<file path="src/rtl/rem_pkg.sv">
package rem_pkg;
  typedef enum logic [2:0] {
    S_IDLE   = 3'd0,
    S_PRIME  = 3'd1,
    S_LAUNCH = 3'd2,
    S_DECODE = 3'd3,
    S_DECIDE = 3'd4
  } seq_t;

  typedef enum logic [1:0] {
    V_HOLD = 2'd0,
    V_UP   = 2'd1,
    V_DN   = 2'd2
  } vote_t;
endpackage

</file>
<file path="src/rtl/rem_tap_reg.sv">
module rem_tap_reg #(
  parameter int TAPW = 3
) (
  input  logic            clk,
  input  logic            rst,
  input  logic            wr_en,
  input  logic [TAPW-1:0] wr_val,
  input  logic            lock_req,
  output logic [TAPW-1:0] tap_q,
  output logic            locked_q
);
  always_ff @(posedge clk) begin
    if (rst) begin
      tap_q    <= '0;
      locked_q <= 1'b0;
    end else begin
      if (wr_en && !locked_q) tap_q <= wr_val;
      if (lock_req) locked_q <= 1'b1;
    end
  end
endmodule

</file>
<file path="src/rtl/rem_seq.sv">
module rem_seq
  import rem_pkg::*;
(
  input  logic clk,
  input  logic rst,
  input  logic run,
  output logic launch_q,
  output logic cap_en,
  output logic dec_en,
  output logic decide_en
);
  seq_t st_q, st_n;

  always_comb begin
    st_n = st_q;
    unique case (st_q)
      S_IDLE:   st_n = run ? S_PRIME : S_IDLE;
      S_PRIME:  st_n = S_LAUNCH;
      S_LAUNCH: st_n = S_DECODE;
      S_DECODE: st_n = S_DECIDE;
      S_DECIDE: st_n = run ? S_PRIME : S_IDLE;
      default:  st_n = S_IDLE;
    endcase
  end

  always_ff @(posedge clk) begin
    if (rst) begin
      st_q     <= S_IDLE;
      launch_q <= 1'b0;
    end else begin
      st_q     <= st_n;
      launch_q <= (st_n == S_LAUNCH);
    end
  end

  assign cap_en    = (st_q == S_LAUNCH);
  assign dec_en    = (st_q == S_DECODE);
  assign decide_en = (st_q == S_DECIDE);
endmodule

</file>
<file path="src/rtl/rem_therm.sv">
module rem_therm #(
  parameter int NBUF = 16,
  parameter int POSW = $clog2(NBUF + 1)
) (
  input  logic            clk,
  input  logic            rst,
  input  logic            cap_en,
  input  logic            dec_en,
  input  logic [NBUF-1:0] vec_in,
  output logic [POSW-1:0] pos_q,
  output logic            bub_q
);
  logic [NBUF-1:0] cap_q;
  logic [NBUF-1:0] run_mask;

  assign run_mask[0] = cap_q[0];
  for (genvar i = 1; i < NBUF; i++) begin : g_prefix
    assign run_mask[i] = run_mask[i-1] & cap_q[i];
  end

  always_ff @(posedge clk) begin
    if (rst) begin
      cap_q <= '0;
    end else if (cap_en) begin
      cap_q <= vec_in;
    end
  end

  always_ff @(posedge clk) begin
    if (rst) begin
      pos_q <= '0;
      bub_q <= 1'b0;
    end else if (dec_en) begin
      pos_q <= POSW'($countones(run_mask));
      bub_q <= |(cap_q & ~run_mask);
    end
  end
endmodule

</file>
<file path="src/rtl/rem_step.sv">
module rem_step
  import rem_pkg::*;
#(
  parameter int POSW = 5,
  parameter int IVW  = 8
) (
  input  logic            clk,
  input  logic            rst,
  input  logic            decide_en,
  input  logic [POSW-1:0] pos,
  input  logic            bub,
  input  logic [POSW-1:0] target,
  input  logic [POSW-1:0] guard,
  input  logic [IVW-1:0]  interval,
  output logic            step_up,
  output logic            step_dn,
  output logic            meas_done,
  output logic [POSW-1:0] edge_pos,
  output logic            bubble_flag
);
  logic [IVW-1:0] cnt_q;
  logic [IVW:0]   ivl_eff;
  logic [IVW:0]   cnt_inc;
  logic [POSW:0]  hi_lim;
  logic           primed_q;
  logic           issue;
  vote_t          vote;

  assign ivl_eff = (interval == '0) ? (IVW+1)'(1) : {1'b0, interval};
  assign cnt_inc = {1'b0, cnt_q} + (IVW+1)'(1);
  assign hi_lim  = {1'b0, target} + {1'b0, guard};
  assign issue   = (cnt_q == '0);

  always_comb begin
    vote = V_HOLD;
    if (bub) begin
      vote = V_UP;
    end else if (pos < target) begin
      vote = V_UP;
    end else if ({1'b0, pos} > hi_lim) begin
      vote = V_DN;
    end
  end

  always_ff @(posedge clk) begin
    if (rst) begin
      cnt_q       <= '0;
      primed_q    <= 1'b0;
      step_up     <= 1'b1;
      step_dn     <= 1'b0;
      meas_done   <= 1'b0;
      edge_pos    <= '0;
      bubble_flag <= 1'b0;
    end else if (decide_en) begin
      meas_done <= 1'b1;
      edge_pos  <= pos;
      cnt_q     <= (cnt_inc >= ivl_eff) ? '0 : cnt_inc[IVW-1:0];
      if (bub) begin
        bubble_flag <= 1'b1;
        step_up     <= issue || !primed_q;
        step_dn     <= 1'b0;
      end else begin
        primed_q <= 1'b1;
        step_up  <= issue && (vote == V_UP);
        step_dn  <= issue && (vote == V_DN);
      end
    end else begin
      meas_done <= 1'b0;
      step_up   <= !primed_q;
      step_dn   <= 1'b0;
    end
  end
endmodule

</file>
<file path="src/rtl/replica_edge_monitor.sv">
module replica_edge_monitor #(
  parameter int NTAP = 8,
  parameter int NBUF = 16,
  parameter int IVW  = 8,
  localparam int TAPW = $clog2(NTAP),
  localparam int POSW = $clog2(NBUF + 1)
) (
  input  logic            clk,
  input  logic            rst,
  input  logic            run,
  input  logic            tap_we,
  input  logic [TAPW-1:0] tap_wdata,
  input  logic            tap_lock,
  input  logic [POSW-1:0] target,
  input  logic [POSW-1:0] guard,
  input  logic [IVW-1:0]  interval,
  input  logic [NBUF-1:0] buf_vec,
  output logic [TAPW-1:0] tap_sel,
  output logic            tap_locked,
  output logic            launch,
  output logic            meas_done,
  output logic [POSW-1:0] edge_pos,
  output logic            bubble_flag,
  output logic            step_up,
  output logic            step_dn
);
  logic            cap_en;
  logic            dec_en;
  logic            decide_en;
  logic [POSW-1:0] pos_w;
  logic            bub_w;

  rem_tap_reg #(.TAPW(TAPW)) u_tap (
    .clk      (clk),
    .rst      (rst),
    .wr_en    (tap_we),
    .wr_val   (tap_wdata),
    .lock_req (tap_lock),
    .tap_q    (tap_sel),
    .locked_q (tap_locked)
  );

  rem_seq u_seq (
    .clk       (clk),
    .rst       (rst),
    .run       (run),
    .launch_q  (launch),
    .cap_en    (cap_en),
    .dec_en    (dec_en),
    .decide_en (decide_en)
  );

  rem_therm #(.NBUF(NBUF), .POSW(POSW)) u_therm (
    .clk    (clk),
    .rst    (rst),
    .cap_en (cap_en),
    .dec_en (dec_en),
    .vec_in (buf_vec),
    .pos_q  (pos_w),
    .bub_q  (bub_w)
  );

  rem_step #(.POSW(POSW), .IVW(IVW)) u_step (
    .clk         (clk),
    .rst         (rst),
    .decide_en   (decide_en),
    .pos         (pos_w),
    .bub         (bub_w),
    .target      (target),
    .guard       (guard),
    .interval    (interval),
    .step_up     (step_up),
    .step_dn     (step_dn),
    .meas_done   (meas_done),
    .edge_pos    (edge_pos),
    .bubble_flag (bubble_flag)
  );
endmodule

</file>
<file path="config.mk">
export PLATFORM = sky130hd
export DESIGN_NAME = replica_edge_monitor
export DESIGN_NICKNAME = d
export VERILOG_FILES = /design/src/rtl/rem_pkg.sv /design/src/rtl/rem_tap_reg.sv /design/src/rtl/rem_seq.sv /design/src/rtl/rem_therm.sv /design/src/rtl/rem_step.sv /design/src/rtl/replica_edge_monitor.sv
export SDC_FILE = /design/constraint.sdc
export NUM_CORES = 1
export LEC_CHECK = 0
export BUFFER_PORTS_ARGS = -buffer_cell sky130_fd_sc_hd__buf_2
export CORE_MARGIN = 5
export CORE_UTILIZATION = 55
export CTS_CLUSTER_SIZE = 12
export DETAILED_ROUTE_END_ITERATION = 8
export GPL_ROUTABILITY_DRIVEN = 0
export PLACE_DENSITY_LB_ADDON = 0.1
export SLEW_MARGIN = 10
export SYNTH_ARGS = -nofsm -noshare
export SYNTH_HDL_FRONTEND = slang
export SYNTH_HIERARCHICAL = 1
export SYNTH_SLANG_ARGS = --single-unit
</file>
<file path="constraint.sdc">
create_clock -name clk -period 5.6 [get_ports clk]
set_input_delay 1.12 -clock clk [delete_from_list [all_inputs] [get_ports clk]]
set_output_delay 1.12 -clock clk [all_outputs]
set_load 0.02 [all_outputs]
</file>
### After elaboration in Yosys (flattened, before gate mapping)

Cells that the tools add are included.

| cells by class | value |
|---|---|
| bitwise operators | 19 |
| $lt $le $gt $ge | 3 |
| add/sub/neg operators | 17 |
| reduce and logical (&&, ||, !) cells | 14 |
| mux-type cells | 10 |
| equality and inequality tests | 7 |

Operators by type and width:

| operator | number |
|---|---|
| adder 5 bit | 7 |
| adder 1 x 1 -> 2 bit | 8 |
| AND 16 bit | 1 |
| logical NOT 8 bit | 2 |
| 2-to-1 mux 8 bit | 2 |
| inverter 16 bit | 1 |
| OR reduction 16 bit | 1 |
| AND 1 bit | 15 |
| one-hot mux 3 bit (4 select lines) | 1 |
| adder 8 x 1 -> 9 bit (second input constant) | 1 |
| == test 3 x 2 -> 1 bit (second input constant) | 3 |
| >= comparator 9 bit | 1 |
| adder 5 x 5 -> 6 bit | 1 |
| greater-than comparator 5 x 6 -> 1 bit | 1 |
| 2-to-1 mux 2 bit | 3 |
| less-than comparator 5 bit | 1 |
| 2-to-1 mux 1 bit | 4 |
| AND reduction 2 bit | 2 |
| == test 3 x 1 -> 1 bit (second input constant) | 1 |
| == test 3 bit (second input constant) | 1 |
| logical AND 1 bit | 3 |
| logical NOT 3 bit | 1 |
| OR reduction 3 bit | 1 |
| == test 2 x 1 -> 1 bit (second input constant) | 1 |
| 5 further kinds | 7 |

| word-level totals | value |
|---|---|
| logic and storage cells | 84 |
| bits of input ports | 42 |
| flip-flop bits (word level) | 48 |
| output and inout bits | 14 |

### Longest topological paths before layout

Gate-level depths: netlist (run 1).

| logic depth | value |
|---|---|
| depth after elaboration | 19 |
| depth in mapped cells | 16 |

### Cells and area by module

Netlist (run 1), hierarchy kept.

Modules (own cells, without submodules):

| module | instances | cells each | area an instance (µm²) |
|---|---|---|---|
| rem_step | 1 | 162 | 1398.8 |
| rem_therm | 1 | 143 | 1360.1 |
| rem_tap_reg | 1 | 16 | 163.9 |
| rem_seq | 1 | 14 | 153.9 |

### Least setup slack after synthesis (run 1)

OpenSTA, ideal clock, no wires.

| timing | value |
|---|---|
| kind | register -> register |
| from | register u_therm.cap_q[4] |
| to | register u_therm.pos_q[2] |
| library setup time | 128 ps |
| buffers on the path | 0 |
| data required time | 5472 ps |
| period minus slack after synthesis | 4068 ps |
| setup slack | 1532 ps |
| arrival time | 3940 ps |
| stages on the path, launching flop included | 16 |
| cells stage by stage | dfxtp_1 nand3_2 nor4_2 and4_4 nand2_2 fa_1 inv_1 fa_1 fa_1 fa_1 ha_1 inv_1 fa_1 xnor2_1 mux2i_1 nor2_1 |

| between the ends | value |
|---|---|
| cells in the longest elaborated chain, start to end | 16 |

RTL lines:

| item | RTL line | RTL |
|---|---|---|
| start: declaration | rem_therm.sv:13 | `logic [NBUF-1:0] cap_q;` |
| start signal: assignment | rem_therm.sv:25 | `cap_q <= vec_in;` |
| AND 1 bit (*) | rem_therm.sv:18 | `assign run_mask[i] = run_mask[i-1] & cap_q[i];` |
| AND 1 bit (11 in series) | rem_therm.sv:18 |  |
| adder 1 x 1 -> 2 bit (implied by the code) | rem_therm.sv:34 | `pos_q <= POSW'($countones(run_mask));` |
| adder 5 bit (implied by the code) (2 in series) | rem_therm.sv:34 |  |
| adder 5 bit (implied by the code) (*) | rem_therm.sv:34 |  |
| end signal: assignment | rem_therm.sv:34 |  |
| end: declaration | rem_therm.sv:10 | `output logic [POSW-1:0] pos_q,` |

Every way passes the cells marked *; elsewhere a longest branch is shown, timed or not.
A chain may end at the register's enable or synchronous reset.

### Worst setup path in the final report (run 1)

Ends and elaborated chain as after synthesis.

==> impl_metrics.py, run 1 <==
metrics = {
    "routing": {
        "vias": 2453,
        "vias_per_cell": 5.29,
        "drc_errors": 0,
        "routedWlPerCell_um": 13.0,
        "first_iter_violations": 99,
        "wl_um": 6040,
        "drtAntennaViolNets": 0,
        "detail_route.first_pass.iterations": 4,
    },
    "critical_path": {
        "cp.depth": 15,
        "worstPathMaxFanout": 5,
        "critPathKind": "reg -> reg",
        "cp.arrival_ns": 4.50,
        "cp_common_cell": "fa_1",
        "r2r_end": "u_therm/pos_q[2]",
        "max_stage_delay_ns": 0.52,
        "cpLargestDelayFamily": "adder cells",
        "cp_cell_sequence": "nand3_2 -> nor4_2 -> and4_4 -> nand2_2 -> fa_1 -> inv_1 -> fa_1 -> fa_1 -> fa_1 -> ha_1 -> inv_1 -> fa_1 -> xnor2_1 -> mux2i_1 -> nor2_1",
        "cp_slowest_cell": "fa_1",
        "end_kind": "flop",
        "ff2ff_setup_slack_ns": 1.27,
        "reg2reg_depth": 15,
        "required_ns": 5.77,
        "regToRegStartpoint": "u_therm/cap_q[4]",
        "crit_buf_inv": 2,
        "start_kind": "flop",
    },
    "synth": {
        "ys_types": 58,
        "synth.top_cell.area_share_pct": 31.2,
        "syn_area_sq_um": 3080,
        "async_flop_share_pct": 0,
        "synth_top_cells_by_count": "dfxtp_1, nor2_1, inv_1",
        "ys_seq_area_share_pct": 31.2,
        "ys_ff_latch": 48,
        "syn-instance-count": 335,
        "syn_nets": 417,
        "yosysWarnings": 6,
        "ys.flop_type": "dfxtp_1",
        "synth-edff-count": 0,
        "synth_most_common_cell": "dfxtp_1",
        "postSynthAreaPerCell_sq_um": 9.18,
        "synth.largest_area_cell": "dfxtp_1",
        "yosys-top-cells-area": "dfxtp_1, ha_1, mux2i_1",
    },
    "floorplan": {
        "ios": 56,
        "rows": 27,
        "die_w_um": 84.8,
        "die_h_um": 84.8,
        "die-area_sq_um": 7190,
        "initial_core_util_pct": 56.2,
        "coreArea_sq_um": 5470,
    },
    "global_route": {
        "grt_max_degree": 49,
        "grt_pass1_wl_um": 10600,
        "grt_util_all_layers_pct": 17.6,
        "grt.overflow.total": 0,
        "met2_usage_pct": 31.2,
        "grt_busiest_layer": "met2",
        "grtUsageMet3_pct": 3.63,
        "antenna_found_initial": 0,
        "grt_pass1_vias": 2463,
        "use_met1_pct": 21.4,
    },
    "cells_and_area": {
        "drive_above_1_share_pct": 20.9,
        "multi_input_area_sq_um": 1940,
        "fill_cells": 502,
        "regArea_sq_um": 961,
        "fin_nets": 473,
        "stdcell_count": 464,
        "insertedDiodeCount": 0,
        "areaGrowthSynthToFinish_pct": 14.4,
    },
    "timing": {
        "worstMarginPinSlew_ns": 0.747,
        "maxSlewViolCount": 0,
        "finalCritPeriodShare_pct": 77.3,
        "maxSlewHeadroom_pct": 50.2,
        "setup_tns_ns": 0,
        "setup-violations-final": 0,
        "rsz0062_at_grt": "no",
        "fin_skew_ns": 0.0152,
        "timing.final.hold_violations": 0,
        "min_period_ns": 4.33,
        "fmax_mhz": 231,
    },
    "place": {
        "io_buffers": 55,
        "place_hpwl_um": 4730,
        "post-place-cells": 456,
    },
    "clock_tree": {
        "clock_latency_ns": 0.31,
        "cts-root-buf": "clkbuf_8",
        "post_cts_resize_count": 0,
        "cts_buffer_depth": 2,
        "clk_pin_slew_worst_paths_ns": 0.10,
        "h-tree-depth": 2,
        "hold_buffers": 0,
        "cts_sinks": 48,
        "cts_post_setup_buffers_inserted": 0,
        "cts_tree": "done",
        "cts_made_buffers": 5,
    },
    "worst_hold_path": {
        "holdPathStages": 2,
        "min_from": "u_tap/tap_q[1]",
        "hp-class": "reg -> reg",
        "min_to": "u_tap/tap_q[1]",
    },
    "status": {
        "status": "finished, final reports clean",
    },
    "power": {
        "p_per_area_nw_per_um2": 208,
        "ir_worst_vdd_uv": 137,
        "p_leak_nw": 1.63,
    },
    "run": {
        "maxCapViolCount": 0,
    },
}
## worst max-delay path by stage
stage / startpoint / to / slack [ns]
global route: u_therm/cap_q[4] / u_therm/pos_q[4] / 1.00
floorplan: u_therm/cap_q[4] / u_therm/pos_q[2] / 1.53
detailed placement: u_therm/cap_q[4] / u_therm/pos_q[2] / 1.28
global placement: u_therm/cap_q[4] / u_therm/pos_q[2] / 1.36
CTS: u_therm/cap_q[4] / u_therm/pos_q[2] / 1.28
finish: u_therm/cap_q[4] / u_therm/pos_q[2] / 1.27
## routing by layer
| layer | routed length, um | vias to the layer above |
|---|---|---|
| met4 | 83 | 0 |
| li1 | - | 1263 |
| met1 | 2720 | 1130 |
| met3 | 289 | 8 |
| met2 | 2950 | 52 |
| met5 | 0 | - |
## metrics by stage
| stage | util (%) | power, mW | setup WS [ns] | cell area [sq um] | hold slack, ns |
|---|---|---|---|---|---|
| finish | 64.3 | 0.731 | 1.27 | 3520 | 0.468 |
| global route | 64.3 | 0.776 | 1.00 | 3520 | 0.496 |
| CTS | 64.3 | 0.743 | 1.28 | 3520 | 0.473 |
| detailed placement | 62.6 | 0.520 | 1.28 | 3420 | 0.453 |
| global placement | 62.6 | 0.515 | 1.36 | 3420 | 0.451 |
| floorplan | - | 0.477 | 1.53 | 3080 | 0.452 |
## tightest hold or removal path, cell delays in order, from the launching register on
cell and delay [ns]:
dfxtp_1 0.32, nand2b_1 0.06, o21ai_1 0.05
## flip-flops by register name, summed over array words and instances, names as in the netlist
register,count
u_therm/cap_q,16
u_step/cnt_q,8
u_step/edge_pos,5
u_therm/pos_q,5
u_seq/st_q,3
u_tap/tap_q,3
u_seq/launch_q,1
u_step/bubble_flag,1
u_step/meas_done,1
u_step/primed_q,1
u_step/step_dn,1
u_step/step_up,1
u_tap/locked_q,1
u_therm/bub_q,1
## placed cells by master, fill, tap and decap left out, types with 5 or more instances in the layout
cell and n:
xnor2_1 5, mux2i_1 26, dfxtp_1 48, nor2_1 40
buf_2 55, clkbuf_8 5, fa_1 10, xor2_1 7
a21o_1 6, ha_1 30, and2_1 5, o21ai_0 5
nand4_1 5, nand2b_1 11, inv_1 37, a21oi_1 11
nand2_1 13
## kinds of logic (layout without fill, tap and decap cells)
kind of cell / Yosys count / count (layout) / synth area share, %
XOR/XNOR: 12 / 12 / 3.42
AO/OA/AOI/OAI: 48 / 48 / 11.1
flip-flops: 48 / 48 / 31.2
adder cells (fa/ha/maj): 40 / 40 / 18.7
multiplexers: 27 / 27 / 8.82
AND/OR/NAND/NOR: 114 / 114 / 20.8
buffers and inverters: 46 / 103 / 5.90
## where the power goes
| group | leakage, nW | total, mW | internal, mW | switching (mW) |
|---|---|---|---|---|
| sequential | 0.389 | 0.380 | 0.359 | 0.0209 |
| combinational | 1.19 | 0.132 | 0.0652 | 0.0666 |
| clock | 0.0491 | 0.220 | 0.0920 | 0.128 |
| total | 1.63 | 0.731 | 0.516 | 0.215 |
## area by class of cell
cell class	instances	share of cell area (%)
Multi-Input combinational cell	241	55.1
Sequential cell	48	27.3
Timing Repair Buffer	57	8.25
Clock buffer	5	1.96
Inverter	38	4.05
Clock inverter	3	0.747
Tap cell	72	2.56
(Power assumes the default switching activity.)
==> inputs of run 2 (changes only) <==
ABC_AREA = 1   (was default)
clock period = 4.1 ns   (was 5.6 ns; I/O delays follow)
==> run 2 against run 1 <==
The flow now finishes with violations (negative setup slack). Combinational power grew 30%. Power grew 41%. Global-route usage grew 1.6 points. Count of clock-buffer cells in the layout is the same. Routed wire length grew 12%. Flip-flop and latch count is the same. Worst hold slack gained 0.0016 ns. Largest power group unchanged. Register-to-register slack lost 1.5 ns. Non-clock buffer count grew 19. Maximum frequency grew 0.57%.
==> impl_metrics.py, run 2 <==
metrics = {
    "global_route": {
        "grt_util_all_layers_pct": 19.2,
        "use_met1_pct": 22.7,
        "grt_max_degree": 28,
        "grtUsageMet3_pct": 3.75,
        "grt_busiest_layer": "met2",
        "grt_pass1_wl_um": 11800,
        "grt_pass1_vias": 2898,
        "met2_usage_pct": 34.9,
        "antenna_found_initial": 0,
        "grt.overflow.total": 0,
    },
    "synth": {
        "synth_most_common_cell": "inv_1",
        "ys_types": 33,
        "ys_ff_latch": 48,
        "ys.flop_type": "dfxtp_1",
        "async_flop_share_pct": 0,
        "syn-instance-count": 430,
        "synth.top_cell.area_share_pct": 30.6,
        "synth.largest_area_cell": "dfxtp_1",
        "syn_nets": 512,
        "ys_seq_area_share_pct": 30.6,
        "synth-edff-count": 0,
        "synth_top_cells_by_count": "inv_1, nand2_1, nor2_1",
        "syn_area_sq_um": 3140,
        "postSynthAreaPerCell_sq_um": 7.31,
        "yosys-top-cells-area": "dfxtp_1, ha_1, inv_1",
        "yosysWarnings": 6,
    },
    "power": {
        "ir_worst_vdd_uv": 188,
        "p_per_area_nw_per_um2": 273,
        "p_leak_nw": 1.96,
    },
    "timing": {
        "fin_ws_ns": -0.203,
        "maxSlewViolCount": 0,
        "finalCritPeriodShare_pct": 105,
        "setup-violations-final": 4,
        "worstMarginPinSlew_ns": 0.668,
        "fmax_mhz": 232,
        "rsz0062_at_grt": "yes",
        "holdWs_ns": 0.470,
        "timing.final.hold_violations": 0,
        "maxSlewHeadroom_pct": 55.4,
        "fin_skew_ns": 0.00611,
        "min_period_ns": 4.30,
    },
    "cells_and_area": {
        "fin_nets": 586,
        "largest_register_ffs": 16,
        "largestRegisters": "u_therm/cap_q: 16 flops, u_step/cnt_q: 8 flops",
        "areaGrowthSynthToFinish_pct": 20.0,
        "regMostFlops": "u_therm/cap_q",
        "mostFrequentLayoutCells": "inv_1, nand2_1, buf_2, nor2_1, dfxtp_1",
        "final_common_cell": "inv_1",
        "insertedDiodeCount": 0,
        "drive_above_1_share_pct": 22.6,
    },
    "clock_tree": {
        "cts_tree": "done",
        "clk_pin_slew_worst_paths_ns": 0.09,
        "h-tree-depth": 2,
        "cts-root-buf": "clkbuf_8",
        "clock_latency_ns": 0.30,
        "cts_sinks": 48,
        "cts_buffer_depth": 2,
        "cts_made_buffers": 5,
    },
    "run": {
        "maxCapViolCount": 0,
    },
    "place": {
        "place_hpwl_um": 5300,
        "io_buffers": 55,
        "place_ws_ns": -0.192,
    },
    "routing": {
        "drc_errors": 0,
        "drtAntennaViolNets": 0,
        "vias_per_cell": 5.02,
        "routedWlPerCell_um": 11.7,
        "detail_route.first_pass.iterations": 4,
        "first_iter_violations": 94,
        "wl_um": 6770,
        "vias": 2894,
    },
    "critical_path": {
        "end_kind": "flop",
        "worstPathMaxFanout": 4,
        "cp.arrival_ns": 4.50,
        "start_kind": "flop",
        "required_ns": 4.30,
        "critPathKind": "reg -> reg",
    },
    "floorplan": {
        "die-area_sq_um": 7330,
        "coreArea_sq_um": 5540,
        "rows": 27,
        "die_w_um": 85.6,
        "ios": 56,
        "initial_core_util_pct": 56.7,
        "die_h_um": 85.6,
    },
    "status": {
        "status": "finished, violations left",
        "violations": "negative setup slack",
    },
    "worst_hold_path": {
        "hp-class": "reg -> reg",
    },
}
run 2: path summary, 6_finish.rpt:
path | from | end | slack, ns | depth (start not counted)
max reg2reg | u_therm/cap_q[2] | u_therm/pos_q[2] | -0.20 | 19
max | u_therm/cap_q[2] | u_therm/pos_q[2] | -0.20 | 19
min reg2reg | u_step/edge_pos[1] | u_step/edge_pos[1] | 0.47 | 2
min | u_step/edge_pos[1] | u_step/edge_pos[1] | 0.47 | 2
run 2: area by class of cell:
type	instances	area (sq um)
Sequential cell	48	966
Fill cell	507	1770
Timing Repair Buffer	76	437
Inverter	79	297
Clock buffer	5	68.8
Clock inverter	3	42.5
Multi-Input combinational cell	294	1870
Tap cell	72	90.1
run 2: logic make-up (layout without fill, tap and decap cells):
| family | count (synthesis) | after routing | share of synthesized area [%] |
|---|---|---|---|
| DFF | 48 | 48 | 30.6 |
| xor gates and xnor gates | 7 | 7 | 1.95 |
| buffers and inverters | 88 | 163 | 10.7 |
| AOI/OAI and AO/OA | 79 | 79 | 13.2 |
| and+or+nand+nor | 168 | 168 | 25.2 |
| adders and majority gates | 40 | 40 | 18.3 |
run 2: critical path: stages, from the launching register on:
cell,delay [ns]
dfxtp_2,0.36
nand3_4,0.09
nor2_4,0.12
nand4_4,0.12
buf_6,0.15
nor3_4,0.13
nand4_2,0.11
nor2_2,0.14
nand2_1,0.09
fa_1,0.50
inv_1,0.05
fa_1,0.49
fa_1,0.43
fa_1,0.54
ha_2,0.18
inv_2,0.05
fa_2,0.34
xnor2_1,0.13
o21ai_1,0.12
inv_1,0.05
run 2: where the power goes:
part | leakage, nW | total [mW] | switching [mW] | internal [mW]
clock | 0.0541 | 0.343 | 0.162 | 0.181
sequential | 0.392 | 0.518 | 0.0240 | 0.494
combinational | 1.51 | 0.171 | 0.101 | 0.0708
total | 1.96 | 1.03 | 0.287 | 0.745
run 2: metal layers:
metal / share of wire (%) / wire, um
met5: 0 / 0
met4: 1.5 / 99
met3: 5.1 / 346
met2: 49 / 3290
met1: 45 / 3040
run 2: timing repair:
| item | 4_1_cts | 5_1_grt |
|---|---|---|
| pin swaps | 3 | 4 |
| hold buffers | 0 | 0 |
| endpoints found under the setup margin | 4 | 5 |
| gates resized for setup | 5 | 5 |
| gates cloned | 0 | 0 |
| buffers inserted | 5 | 3 |
run 2: metrics by stage:
stage / TNS, ns / instances / utilization (%) / cell area (sq um) / power (mW)
2_1_floorplan: -0.133 / 430 / - / 3150 / 0.638
3_3_place_gp: -0.0738 / 561 / 64.5 / 3570 / 0.693
3_5_place_dp: -0.519 / 561 / 64.5 / 3570 / 0.698
4_1_cts: -0.602 / 574 / 67.3 / 3730 / 1.04
5_1_grt: -1.56 / 577 / 68.1 / 3770 / 1.10
6_report: -0.572 / 577 / 68.1 / 3770 / 1.03
==> inputs of run 3 (changes only) <==
SETUP_SLACK_MARGIN = 0.1   (was default)
clock period = 5.25 ns   (was 4.1 ns; I/O delays follow)
==> run 3 against run 2 <==
The flow now finishes without violations. Core utilization is 3.4 points lower. Combinational power down 25%. Critical path depth shrank 1. Final cell count down 3.5%. Worst hold slack worse by 0.0092 ns. Highest routed layer unchanged.
==> impl_metrics.py, run 3 (synthesis results as in run 2) <==
metrics = {
    "timing": {
        "rsz0062_at_grt": "no",
        "holdWs_ns": 0.460,
        "timing.final.hold_violations": 0,
        "maxSlewHeadroom_pct": 56.7,
        "maxSlewViolCount": 0,
        "fin_skew_ns": 0.00841,
        "setup-violations-final": 0,
        "fmax_mhz": 219,
        "finalCritPeriodShare_pct": 86.9,
        "worstMarginPinSlew_ns": 0.648,
        "setup_tns_ns": 0,
        "min_period_ns": 4.56,
    },
    "floorplan": {
        "rows": 27,
        "die_w_um": 85.6,
        "die-area_sq_um": 7330,
        "coreArea_sq_um": 5540,
        "ios": 56,
        "initial_core_util_pct": 56.7,
        "die_h_um": 85.6,
    },
    "clock_tree": {
        "clock_latency_ns": 0.31,
        "cts_buffer_depth": 2,
        "cts_tree": "done",
        "cts_sinks": 48,
        "cts_made_buffers": 5,
        "post_cts_resize_count": 0,
        "clk_pin_slew_worst_paths_ns": 0.09,
        "hold_buffers": 0,
        "cts-root-buf": "clkbuf_8",
        "h-tree-depth": 2,
        "cts_post_setup_buffers_inserted": 0,
    },
    "place": {
        "place_hpwl_um": 5170,
        "placed_area_sq_um": 3470,
        "post-place-cells": 549,
        "io_buffers": 55,
    },
    "power": {
        "internal_power_uw": 578,
        "power_uw": 799,
        "p_switching_uw": 221,
        "comb_power_share_pct": 16.1,
        "seqPwrFrac_pct": 50.6,
        "p_leak_nw": 1.86,
        "power.share.clock_pct": 33.4,
        "ir_worst_vdd_uv": 183,
        "p_sw_share_pct": 27.6,
        "p_per_area_nw_per_um2": 223,
    },
    "status": {
        "status": "finished, final reports clean",
    },
    "critical_path": {
        "start_kind": "flop",
        "end_kind": "flop",
        "critPathKind": "reg -> reg",
        "required_ns": 5.45,
        "cp.arrival_ns": 4.76,
        "worstPathMaxFanout": 6,
        "reg2reg_depth": 18,
    },
    "cells_and_area": {
        "fill_cells": 542,
        "areaGrowthSynthToFinish_pct": 14.0,
        "fin_nets": 566,
        "largestRegisters": "u_therm/cap_q: 16 flops, u_step/cnt_q: 8 flops",
        "largest_register_ffs": 16,
        "final_area_sq_um": 3580,
        "drive_above_1_share_pct": 17.1,
        "insertedDiodeCount": 0,
        "mostFrequentLayoutCells": "inv_1, nand2_1, buf_2, nor2_1, dfxtp_1",
        "regMostFlops": "u_therm/cap_q",
        "final_common_cell": "inv_1",
        "stdcell_count": 557,
    },
    "global_route": {
        "grt_pass1_vias": 2674,
        "antenna_found_initial": 0,
        "grt.overflow.total": 0,
        "grt_max_degree": 28,
        "grt_pass1_wl_um": 11300,
        "grt_util_all_layers_pct": 18.6,
    },
    "routing": {
        "wl_um": 6530,
        "first_iter_violations": 101,
        "detail_route.first_pass.iterations": 4,
        "vias_per_cell": 5.04,
        "routedWlPerCell_um": 11.7,
        "drc_errors": 0,
        "vias": 2805,
        "drtAntennaViolNets": 0,
    },
    "run": {
        "maxCapViolCount": 0,
    },
    "worst_hold_path": {
        "holdPathStages": 2,
        "hp-class": "reg -> reg",
    },
}
## run 3: routing by layer
metal	global-route usage, %	share of wire [%]
met5	0	0
met1	23.0	46
met4	4.75	1.1
met3	3.65	5.0
met2	32.9	48
## run 3: cell type report
class                      instances  area (sq um)  area share, %
sequential                        48           961           26.8
clock buffer                       6          72.6           2.03
timing repair buffer              56           283           7.89
multi-input combinational        294          1840           51.5
tap                               72          90.1           2.51
inverter                          79           297           8.28
clock inverter                     2          35.0          0.978
## run 3: path summary, 6_finish.rpt
path,from,end,slack [ns]
worst max-delay path,u_therm/cap_q[1],u_therm/pos_q[2],0.69
worst min-delay path,u_step/edge_pos[4],u_step/edge_pos[4],0.46
worst max register to register,u_therm/cap_q[1],u_therm/pos_q[2],0.69
worst min register to register,u_step/edge_pos[4],u_step/edge_pos[4],0.46
## run 3: per-stage QoR
stage          util [%]  setup WS [ns]
3_3_place_gp       62.7          0.791
4_1_cts            64.7          0.654
6_report           64.7          0.690
3_5_place_dp       62.7          0.652
2_1_floorplan         -          0.934
5_1_grt            64.7          0.336
## run 3: worst max-delay path, cell delays in order (launching register included)
cell and delay, ns:
dfxtp_1 0.42, nand3_2 0.14, nor2_4 0.15, nand4_4 0.12, nor3_4 0.23, nand4_2 0.17
nor2_1 0.20, nand2_1 0.10, fa_1 0.51, inv_1 0.05, fa_1 0.48, fa_1 0.43
fa_1 0.52, ha_1 0.14, inv_1 0.06, fa_1 0.40, xnor2_1 0.14, o21ai_0 0.14
inv_1 0.05
## run 3: power by group through the flow
stage | clock [mW] | combinational, mW | sequential (mW)
floorplan | 0 | 0.0857 | 0.412
global placement | 0 | 0.125 | 0.412
detailed placement | 0 | 0.129 | 0.412
CTS | 0.271 | 0.130 | 0.404
global route | 0.287 | 0.150 | 0.408
finish | 0.267 | 0.129 | 0.404
